--- src/rtl/disp_pkg.sv ---
package disp_pkg;

    typedef enum logic [3:0] {
        CLS_ALU  = 4'd0,
        CLS_IMUL = 4'd1,
        CLS_FMUL = 4'd2,
        CLS_DIV  = 4'd3,
        CLS_FADD = 4'd4,
        CLS_LOAD = 4'd5,
        CLS_STA  = 4'd6,
        CLS_STD  = 4'd7,
        CLS_BR   = 4'd8
    } op_cls_e;

    localparam int NUM_PORTS = 5;
    localparam int PORT_W    = 3;
    localparam int CLS_W     = 4;

    localparam int LAT_SHORT = 1;
    localparam int LAT_FADD  = 3;
    localparam int LAT_IMUL  = 4;
    localparam int LAT_FMUL  = 5;

    // Fixed latency per class; the divider latency is supplied at run time.
    function automatic int unsigned lat_of(input logic [CLS_W-1:0] cls, input int unsigned div_lat);
        int unsigned lat;
        case (cls)
            CLS_FADD: lat = LAT_FADD;
            CLS_IMUL: lat = LAT_IMUL;
            CLS_FMUL: lat = LAT_FMUL;
            CLS_DIV:  lat = div_lat;
            default:  lat = LAT_SHORT;
        endcase
        return lat;
    endfunction

endpackage

--- src/rtl/disp_unit_gate.sv ---
module disp_unit_gate #(
    parameter int DIV_MAX = 39,
    parameter int DIV_W   = $clog2(DIV_MAX + 1)
) (
    input  logic             clk,
    input  logic             rst_n,
    input  logic [DIV_W-1:0] div_lat_i,
    input  logic             fmul_issued_i,
    input  logic             div_issued_i,
    input  logic             br_issued_i,
    output logic             mul_ok_o,
    output logic             div_ok_o,
    output logic             br_ok_o,
    output logic [DIV_W-1:0] div_lat_eff_o
);

    typedef struct packed {
        logic             mul_gap;
        logic             br_last;
        logic [DIV_W-1:0] div_left;
    } gate_st_t;

    gate_st_t st_d, st_q;
    logic [DIV_W-1:0] lat_eff;

    always_comb begin
        if (div_lat_i == '0) begin
            lat_eff = DIV_W'(1);
        end else if (div_lat_i > DIV_W'(DIV_MAX)) begin
            lat_eff = DIV_W'(DIV_MAX);
        end else begin
            lat_eff = div_lat_i;
        end

        st_d         = st_q;
        st_d.mul_gap = fmul_issued_i;
        st_d.br_last = br_issued_i;
        if (div_issued_i) begin
            st_d.div_left = lat_eff - DIV_W'(1);
        end else if (st_q.div_left != '0) begin
            st_d.div_left = st_q.div_left - DIV_W'(1);
        end
    end

    always_ff @(posedge clk) begin
        if (!rst_n) begin
            st_q <= '0;
        end else begin
            st_q <= st_d;
        end
    end

    assign mul_ok_o      = !st_q.mul_gap;
    assign br_ok_o       = !st_q.br_last;
    assign div_ok_o      = (st_q.div_left == '0);
    assign div_lat_eff_o = lat_eff;

endmodule

--- src/rtl/disp_port_arb.sv ---
module disp_port_arb
    import disp_pkg::*;
#(
    parameter int NSLOT = 3
) (
    input  logic [NSLOT-1:0]             valid_i,
    input  logic [NSLOT-1:0][CLS_W-1:0]  cls_i,
    input  logic                         mul_ok_i,
    input  logic                         div_ok_i,
    input  logic                         br_ok_i,
    output logic [NSLOT-1:0]             grant_o,
    output logic [NSLOT-1:0][PORT_W-1:0] port_o,
    output logic                         fmul_issued_o,
    output logic                         div_issued_o,
    output logic                         br_issued_o
);

    logic [NUM_PORTS-1:0] taken;
    logic                 hit;
    logic [PORT_W-1:0]    sel;

    always_comb begin
        taken         = '0;
        grant_o       = '0;
        port_o        = '0;
        fmul_issued_o = 1'b0;
        div_issued_o  = 1'b0;
        br_issued_o   = 1'b0;
        hit           = 1'b0;
        sel           = '0;
        for (int i = 0; i < NSLOT; i++) begin
            hit = 1'b0;
            sel = '0;
            if (valid_i[i]) begin
                case (cls_i[i])
                    CLS_ALU: begin
                        if (!taken[0]) begin
                            hit = 1'b1; sel = PORT_W'(0);
                        end else if (!taken[1]) begin
                            hit = 1'b1; sel = PORT_W'(1);
                        end
                    end
                    CLS_IMUL, CLS_FMUL: begin
                        if (mul_ok_i && !taken[0]) begin
                            hit = 1'b1; sel = PORT_W'(0);
                        end
                    end
                    CLS_DIV: begin
                        if (div_ok_i && !taken[0]) begin
                            hit = 1'b1; sel = PORT_W'(0);
                        end
                    end
                    CLS_FADD: begin
                        if (!taken[0]) begin
                            hit = 1'b1; sel = PORT_W'(0);
                        end
                    end
                    CLS_LOAD: begin
                        if (!taken[2]) begin
                            hit = 1'b1; sel = PORT_W'(2);
                        end
                    end
                    CLS_STA: begin
                        if (!taken[3]) begin
                            hit = 1'b1; sel = PORT_W'(3);
                        end
                    end
                    CLS_STD: begin
                        if (!taken[4]) begin
                            hit = 1'b1; sel = PORT_W'(4);
                        end
                    end
                    CLS_BR: begin
                        if (br_ok_i && !taken[1]) begin
                            hit = 1'b1; sel = PORT_W'(1);
                        end
                    end
                    default: hit = 1'b0;
                endcase
            end
            if (hit) begin
                grant_o[i] = 1'b1;
                port_o[i]  = sel;
                taken[sel] = 1'b1;
                if (cls_i[i] == CLS_FMUL) fmul_issued_o = 1'b1;
                if (cls_i[i] == CLS_DIV)  div_issued_o  = 1'b1;
                if (cls_i[i] == CLS_BR)   br_issued_o   = 1'b1;
            end
        end
    end

endmodule

--- src/rtl/disp_issue_ctrl.sv ---
module disp_issue_ctrl
    import disp_pkg::*;
#(
    parameter int NSLOT   = 3,
    parameter int CYC_W   = 16,
    parameter int DIV_MAX = 39,
    parameter int DIV_W   = $clog2(DIV_MAX + 1)
) (
    input  logic                      clk,
    input  logic                      rst_n,
    input  logic [NSLOT-1:0]          uop_valid_i,
    input  logic [CLS_W*NSLOT-1:0]    uop_cls_i,
    input  logic [DIV_W-1:0]          div_lat_i,
    output logic [NSLOT-1:0]          grant_o,
    output logic [PORT_W*NSLOT-1:0]   port_o,
    output logic [CYC_W*NSLOT-1:0]    done_o,
    output logic [CYC_W-1:0]          cycle_o
);

    typedef struct packed {
        logic [CYC_W-1:0] cyc;
    } top_st_t;

    top_st_t st_d, st_q;

    logic [NSLOT-1:0][CLS_W-1:0]  cls_w;
    logic [NSLOT-1:0][PORT_W-1:0] port_w;
    logic [NSLOT-1:0]             grant_w;
    logic                         mul_ok, div_ok, br_ok;
    logic                         fmul_iss, div_iss, br_iss;
    logic [DIV_W-1:0]             div_lat_eff;

    assign cls_w = uop_cls_i;

    disp_unit_gate #(
        .DIV_MAX (DIV_MAX),
        .DIV_W   (DIV_W)
    ) u_gate (
        .clk           (clk),
        .rst_n         (rst_n),
        .div_lat_i     (div_lat_i),
        .fmul_issued_i (fmul_iss),
        .div_issued_i  (div_iss),
        .br_issued_i   (br_iss),
        .mul_ok_o      (mul_ok),
        .div_ok_o      (div_ok),
        .br_ok_o       (br_ok),
        .div_lat_eff_o (div_lat_eff)
    );

    disp_port_arb #(
        .NSLOT (NSLOT)
    ) u_arb (
        .valid_i       (uop_valid_i),
        .cls_i         (cls_w),
        .mul_ok_i      (mul_ok),
        .div_ok_i      (div_ok),
        .br_ok_i       (br_ok),
        .grant_o       (grant_w),
        .port_o        (port_w),
        .fmul_issued_o (fmul_iss),
        .div_issued_o  (div_iss),
        .br_issued_o   (br_iss)
    );

    always_comb begin
        st_d     = st_q;
        st_d.cyc = st_q.cyc + CYC_W'(1);
    end

    always_ff @(posedge clk) begin
        if (!rst_n) begin
            st_q <= '0;
        end else begin
            st_q <= st_d;
        end
    end

    generate
        for (genvar g = 0; g < NSLOT; g++) begin : g_stamp
            logic [CYC_W-1:0] lat_s;
            assign lat_s = CYC_W'(lat_of(cls_w[g], int'(div_lat_eff)));
            assign done_o[g*CYC_W +: CYC_W] = grant_w[g] ? (st_q.cyc + lat_s) : '0;
        end
    endgenerate

    assign grant_o = grant_w;
    assign port_o  = port_w;
    assign cycle_o = st_q.cyc;

endmodule

--- config.mk ---
export PLATFORM = sky130hd
export DESIGN_NAME = disp_issue_ctrl
export DESIGN_NICKNAME = d
export VERILOG_FILES = /design/src/rtl/disp_pkg.sv /design/src/rtl/disp_unit_gate.sv /design/src/rtl/disp_port_arb.sv /design/src/rtl/disp_issue_ctrl.sv
export SDC_FILE = /design/constraint.sdc
export NUM_CORES = 1
export LEC_CHECK = 0
export BUFFER_PORTS_ARGS = -buffer_cell sky130_fd_sc_hd__buf_4
export CAP_MARGIN = 25
export CORE_UTILIZATION = 37
export CTS_CLUSTER_DIAMETER = 150
export CTS_CLUSTER_SIZE = 28
export DETAILED_ROUTE_END_ITERATION = 6
export PLACE_DENSITY = 0.66
export SYNTH_ARGS = -nofsm -noshare
export SYNTH_HDL_FRONTEND = slang
export SYNTH_HIERARCHICAL = 1
export SYNTH_SLANG_ARGS = --single-unit
--- constraint.sdc ---
create_clock -name clk -period 6.8 [get_ports clk]
set_input_delay 1.36 -clock clk [delete_from_list [all_inputs] [get_ports clk]]
set_output_delay 1.36 -clock clk [all_outputs]
set_load 0.02 [all_outputs]
**Word level (Yosys, flattened, before mapping)**

Index checks and enable logic that the tools add are counted.

- Register bits after elaboration: 24
- Bits in latches: 0
- Memory bits (writable): 0
- ROM bits: 0
- Input bits: 23
- Output and inout bits: 76
- Logic and storage cells: 151
- Memories kept: 0

- $add $sub $neg: 6
- Multiply operators: 0
- Div/mod/pow operators: 0
- Order comparisons: 5
- Equality and inequality tests: 24
- Shifts and indexed selects: 0
- Muxes and demuxes: 86
- Bitwise operators: 1
- Reductions and logical operators: 25

Operators with widths:

| cell | number |
|---|---|
| 6-bit case mux with 4 select lines | 3 |
| 1-bit 2-to-1 mux | 52 |
| 16-bit adder | 3 |
| 4-bit by 3-bit equality test with 1-bit output, second input constant | 12 |
| 16-bit 2-to-1 mux | 3 |
| 3-bit 2-to-1 mux | 10 |
| 3-bit case mux with 5 select lines | 2 |
| 4-bit by 2-bit equality test with 1-bit output, second input constant | 6 |
| 6-bit 2-to-1 mux | 4 |
| 16-bit by 1-bit adder with 16-bit output, second input constant | 1 |
| 1-bit case mux with 8 select lines | 2 |
| 4-bit by 1-bit equality test with 1-bit output, second input constant | 3 |
| 4-bit equality test, second input constant | 3 |
| 4-bit zero test | 3 |
| 6-bit zero test | 2 |
| 3-bit case mux with 4 select lines | 1 |
| 6-bit by 1-bit subtractor with 6-bit output, second input constant | 2 |
| 5-bit 2-to-1 mux | 2 |
| 1-bit logical AND | 8 |
| 3-bit by 4-bit < comparator with 1-bit output, second input constant | 2 |
| 2-bit 2-to-1 mux | 4 |
| 1-bit demux with 3-bit select | 2 |
| 3-bit by 1-bit greater-or-equal comparator with 1-bit output, second input constant | 2 |
| 6-bit > comparator, second input constant | 1 |
| other kinds (7) | 14 |

**Logic depth before layout (Yosys ltp)**

- Depth in word-level cells: 26
- Gate-level depth with buffers: 17
- Mapped depth without buffers: 16

**Modules after synthesis**

Netlist, hierarchy kept.

By module, submodules not included:

| module | instances | cells an instance | area each (µm²) | sequential area each (µm²) |
|---|---|---|---|---|
| disp_issue_ctrl | 1 | 340 | 2,439.8 | 320.3 |
| disp_port_arb | 1 | 126 | 879.6 | 0.0 |
| disp_unit_gate | 1 | 56 | 488.0 | 160.2 |

**Worst setup path after synthesis**

Ideal clock, no wire load.

- Path kind: input to output
- Start: input port uop_cls_i[2]
- End: output port done_o[46]
- Arrival time: 3.907 ns
- Required time: 5.440 ns
- Slack: 1.533 ns
- Stages: 11
- Buffers on the path: 2
- Path through: buf_6 nor4b_2 nand3_2 o211a_1 a211o_1 a31oi_2 a21oi_2 nand2_1 buf_4 nand2_1 o41ai_1

- Longest elaborated chain between the ends: 26
- Elaborated cells on any way between the ends: 70
- Classes of those cells: order compare: 4; eq/ne: 8; mux: 42; bitwise: 1; reduce/logical: 15

Ends and longest elaborated chain:

| item | line | text |
|---|---|---|
| from (decl) | disp_issue_ctrl.sv:12 | `input logic [CLS_W*NSLOT-1:0] uop_cls_i,` |
| 4-bit equality test / 4-bit by 3-bit equality test with 1-bit output (equally long branches) | disp_port_arb.sv:35 | `case (cls_i[i])` |
| 3-bit case mux with 4 select lines | disp_port_arb.sv:35 |  |
| 3-bit 2-to-1 mux | disp_port_arb.sv:34 | `if (valid_i[i]) begin` |
| 3-bit by 4-bit < comparator with 1-bit output (not written as such) / 3-bit by 1-bit greater-or-equal comparator with 1-bit output (equally long branches) | disp_port_arb.sv:84 | `taken[sel] = 1'b1;` |
| 1-bit logical AND (not written as such) | disp_port_arb.sv:84 |  |
| 1-bit 2-to-1 mux (not written as such) | disp_port_arb.sv:84 |  |
| 1-bit demux with 3-bit select | n/a |  |
| 5-bit 2-to-1 mux (*) | disp_port_arb.sv:81 | `if (hit) begin` |
| [... 12 more ...] | n/a |  |
| 1-bit logical AND, on equally long branches | disp_port_arb.sv:74, disp_port_arb.sv:44, disp_port_arb.sv:49 |  |
| 1-bit 2-to-1 mux, on equally long branches | disp_port_arb.sv:74, disp_port_arb.sv:44, disp_port_arb.sv:49 |  |
| 1-bit case mux with 8 select lines (*) | disp_port_arb.sv:35 |  |
| 1-bit 2-to-1 mux (*) | disp_port_arb.sv:34 |  |
| net u_arb.hit | disp_port_arb.sv:19 | `logic hit;` |
| 1-bit 2-to-1 mux (*) | disp_port_arb.sv:81 |  |
| net grant_o[2] | disp_issue_ctrl.sv:14 | `output logic [NSLOT-1:0] grant_o,` |
| 16-bit 2-to-1 mux (*) | disp_issue_ctrl.sv:83 | `assign done_o[g*CYC_W +: CYC_W] = grant_w[g] ? (st_q.cyc + lat_s) : '0;` |
| to (decl) | disp_issue_ctrl.sv:16 | `output logic [CYC_W*NSLOT-1:0] done_o,` |

Mark *: on every way through the listed nets, which the timed path passes. The rest lies on a longest branch.

**Worst setup path after layout**

- Start: input port div_lat_i[3]
- End: output port done_o[42]

- Longest elaborated chain between the ends: 6
- Elaborated cells on any way between the ends: 7
- Classes of those cells: add/sub: 1; order compare: 1; mux: 4; reduce/logical: 1

Ends and longest elaborated chain:

| item | line | text |
|---|---|---|
| from (decl) | disp_issue_ctrl.sv:13 | `input logic [DIV_W-1:0] div_lat_i,` |
| 6-bit > comparator | disp_unit_gate.sv:29 | `end else if (div_lat_i > DIV_W'(DIV_MAX)) begin` |
| 6-bit 2-to-1 mux | disp_unit_gate.sv:29 |  |
| 6-bit 2-to-1 mux (*) | disp_unit_gate.sv:27 | `if (div_lat_i == '0) begin` |
| net div_lat_eff[0] | disp_issue_ctrl.sv:31 | `logic [DIV_W-1:0] div_lat_eff;` |
| 6-bit case mux with 4 select lines (*) | disp_pkg.sv:27 | `case (cls)` |
| 16-bit adder (*) | disp_issue_ctrl.sv:83 |  |
| 16-bit 2-to-1 mux (*) | disp_issue_ctrl.sv:83 |  |

Marked as above.

==> out/results.txt <==
Result of the run: completed
Fmax achieved: 177 MHz
DRC: 0
Internal power: 0.000339 W
Total routed wirelength: 12100 µm
Tot GR Track Use: 22.4%
Clock tree from TritonCTS: yes
Fraction of registers with async set/reset: 0%
Count of final hold-check violations: 0
Fraction of the mapped netlist area in adder cells: 8.15%
Die width: 103 µm
Number of setup buffers added after CTS: 0
Share of total power in the clock network: 23.8%
Detailed-route vias per instance: 5.84
Slew of the pin with the lowest slew margin: 1.05 ns
List of cells traversed by the critical path: buf_4 -> or4_1 -> o211ai_1 -> nand2_1 -> nand3_1 -> ha_1 -> fa_1 -> a211oi_1 -> o21a_1 -> or4_1 -> a21oi_1 -> buf_4
Vias after detailed routing: 4301
Count of buffers inserted at the top-level ports: 98
Hold buffer count at cts: 0
Relative contribution of combinational cells to total power: 44.7%
Inserted Clock Buffers: 3
Global-route wire length before repair: 18900 µm
Layout net count: 650
Synthesis-to-layout area growth: 22.1%
PostCTS Resize Cnt: 0
Die Ht: 103 µm
Post-route minimum period: 5.64 ns
Commonest register cell after synthesis: dfxtp_1
Simple-gate area share of the yosys netlist: 33.8%
Worst setup EP type: output pin
Power per Cell Area: 118 nW/µm²
Initial core utilization: 38.6%
Share of the clock period used by the worst path: 83.0%
Worst hold margin: 0.603 ns
Area of the core: 9860 µm²
Maximum net fanout on the critical path: 8
Worst Hold Launch: cycle_o[15]
Worst path slowest cell: or4_1
Row Count: 36
Cell Area, Synth: 3810 µm²
Share of the core filled with cells: 47.1%
Register share of total power: 31.5%
Post-synthesis sequential area ratio: 12.6%
Peak ir drop on the vdd network: 0.131 mV
Multiplexer share of the synthesized area: 6.15%
Syn_area_per_cell: 7.29 µm²
Initial antenna violation count: 0
Synthesized-area fraction occupied by ao, oa, aoi and oai cells: 31.3%
Number of warnings reported in the yosys synthesis log: 6
Count of max-cap constraint violations: 0
Overall power: 0.000549 W
Clock Skew: 0.00472 ns
Worst endpoint data arrival time: 4.28 ns
Number of global-route vias before repair: 3768
Fraction of layout cells with a size suffix above 1: 21.1%
Cell taking the most area after synthesis: dfxtp_1
Delay of the slowest critical-path stage: 0.53 ns
I/O pin count: 99
Class of the tightest hold or removal check: flop to flop
Routed wire length per instance: 16.4 µm
Clock root buffer: clkbuf_8
Critical path launch point type: input port
Total congestion overflow after global routing: 0
Clk slew on worst S/H paths: 0.09 ns
Number of buffers on the longest clock path: 2
Count of final setup violators: 0
Number of antenna cells inserted: 0
Combinational family with the most area after synthesis: simple AND/OR/NAND/NOR gates
Largest net degree at the start of global routing: 21
Xor and xnor area share after synthesis: 2.53%
Insertion delay to the later sink of the worst-skew pair: 0.27 ns
Setup crit start: div_lat_i[3]
Number of levels the H-tree was split into: 1
Switching power total: 0.000210 W
Number of violations reported at the end of detailed-routing iteration 0: 262
Final setup TNS: 0 ns
Num Clock Sinks: 24
ANT nets after route: 0
First drt pass iteration count: 5
Register-to-register setup slack: 2.12 ns
Relative slew margins: 29.7%
Setup repair after global routing missed its margin: no
Count of flip-flops with a built-in enable after synthesis: 0
Gate Count Post-Synth: 522
Switching share of power: 38.3%
Number of nets produced by synthesis: 568
Slew Viols, Final: 0
Share of the synthesized area in the top cell type: 12.6%
Most area-consuming cells after synthesis: dfxtp_1 13%, a21oi_1 7.0%, ha_1 6.6%
Die area: 10700 µm²
Data required time at the worst endpoint: 5.44 ns
Final estimated routing congestion in global placement: 1.02
HPWL after detailed placement: 9520 µm
Origin of the critical flop-to-flop path: u_gate/st_q[3]
Setup Crit Path Kind: input port to output pin
Synthesis-stage register bit count: 24
Leak: 1.94 nW
Cell variety after synth: 77
## sequential cells by signal (all words and copies together), names as in the netlist
register and cells:
cycle_o 16, u_gate/st_q 8
## cell type report
type	instances	area, µm²
fillers	966	5220
multi-input cells	457	3120
repair buffers	99	743
flip-flops and latches	24	480
well taps	133	166
inverters	19	71.3
clock buffers	3	41.3
clock inverters	1	30.0
## kinds of logic (layout without fill, tap and decap cells)
| family | Yosys count | after routing |
|---|---|---|
| AO/OA/AOI/OAI | 169 | 169 |
| multiplexers | 23 | 23 |
| buffers and inverters | 41 | 122 |
| flip-flops | 24 | 24 |
| adder cells (fa/ha/maj) | 23 | 23 |
| AND/OR/NAND/NOR | 231 | 231 |
| XOR/XNOR | 11 | 11 |
## per-layer routing
metal / global-route usage (%) / wire length (µm)
met1: 32.5 / 5720
met5: 0 / 0
met4: 3.79 / 114
met2: 35.8 / 5480
met3: 2.89 / 796
## synth_stat cells (5+ instances only)
| master | n |
|---|---|
| mux2i_1 | 20 |
| or3_1 | 6 |
| xor2_1 | 5 |
| or4_1 | 10 |
| a21o_1 | 12 |
| nor2_1 | 42 |
| a211oi_1 | 10 |
| o21a_1 | 10 |
| ha_1 | 20 |
| inv_1 | 19 |
| nand4_1 | 6 |
| nor3_1 | 13 |
| nor2b_1 | 7 |
| nor3b_1 | 6 |
| o31ai_1 | 11 |
| and3_1 | 18 |
| o21ai_0 | 16 |
| and2b_2 | 5 |
| xnor2_1 | 6 |
| clkbuf_1 | 7 |
| and2_1 | 16 |
| buf_4 | 5 |
| nand3_1 | 14 |
| o211ai_1 | 8 |
| nand2b_1 | 24 |
| nand2_1 | 44 |
| a21oi_1 | 53 |
| dfxtp_1 | 24 |
## critical path, delay by kind of cell
family	cells	cell delay (ns)
AND/OR/NAND/NOR	4	1.20
adder cells (fa/ha/maj)	2	0.41
buffers and inverters	2	0.31
AO/OA/AOI/OAI	4	0.98
## stage by stage
step | instance area (µm²) | worst slack (ns) | cells
floorplan | 3810 | 1.53 | 522
global placement | 4580 | 1.21 | 732
detailed placement | 4580 | 1.21 | 732
CTS | 4650 | 1.17 | 736
global route | 4650 | 0.876 | 736
finish | 4650 | 1.16 | 736
## cell usage in the layout (no fill, tap or decap), types with 5 or more instances in the layout
| cell | count |
|---|---|
| nor3_1 | 13 |
| nor2_1 | 42 |
| xnor2_1 | 6 |
| nand4_1 | 6 |
| and2_1 | 16 |
| o21a_1 | 10 |
| a21o_1 | 12 |
| and3_1 | 18 |
| or3_1 | 6 |
| nand3_1 | 14 |
| xor2_1 | 5 |
| mux2i_1 | 20 |
| o211ai_1 | 8 |
| dfxtp_1 | 24 |
| o31ai_1 | 11 |
| nor2b_1 | 7 |
| ha_1 | 20 |
| nand2_1 | 44 |
| buf_4 | 99 |
| nand2b_1 | 24 |
| and2b_2 | 5 |
| o21ai_0 | 16 |
| nor3b_1 | 6 |
| a211oi_1 | 10 |
| a21oi_1 | 53 |
| or4_1 | 10 |
| inv_1 | 19 |
## worst paths after layout
| path | to | cells past startpoint |
|---|---|---|
| worst max-delay path | done_o[42] | 12 |
| worst min-delay path | cycle_o[15] | 2 |
| worst max register to register | u_gate/st_q[4] | 16 |
| worst min register to register | cycle_o[15] | 2 |
## power groups by stage
stage / combinational (W) / clock [W] / sequential [W]
after global placement: 0.000238 / 0 / 0.000175
after global routing: 0.000270 / 0.000139 / 0.000174
final: 0.000246 / 0.000131 / 0.000173
after floorplan: 0.000175 / 0 / 0.000172
after CTS: 0.000244 / 0.000135 / 0.000173
after detailed placement: 0.000243 / 0 / 0.000176
No activity file was read; power rests on OpenSTA's default activity.
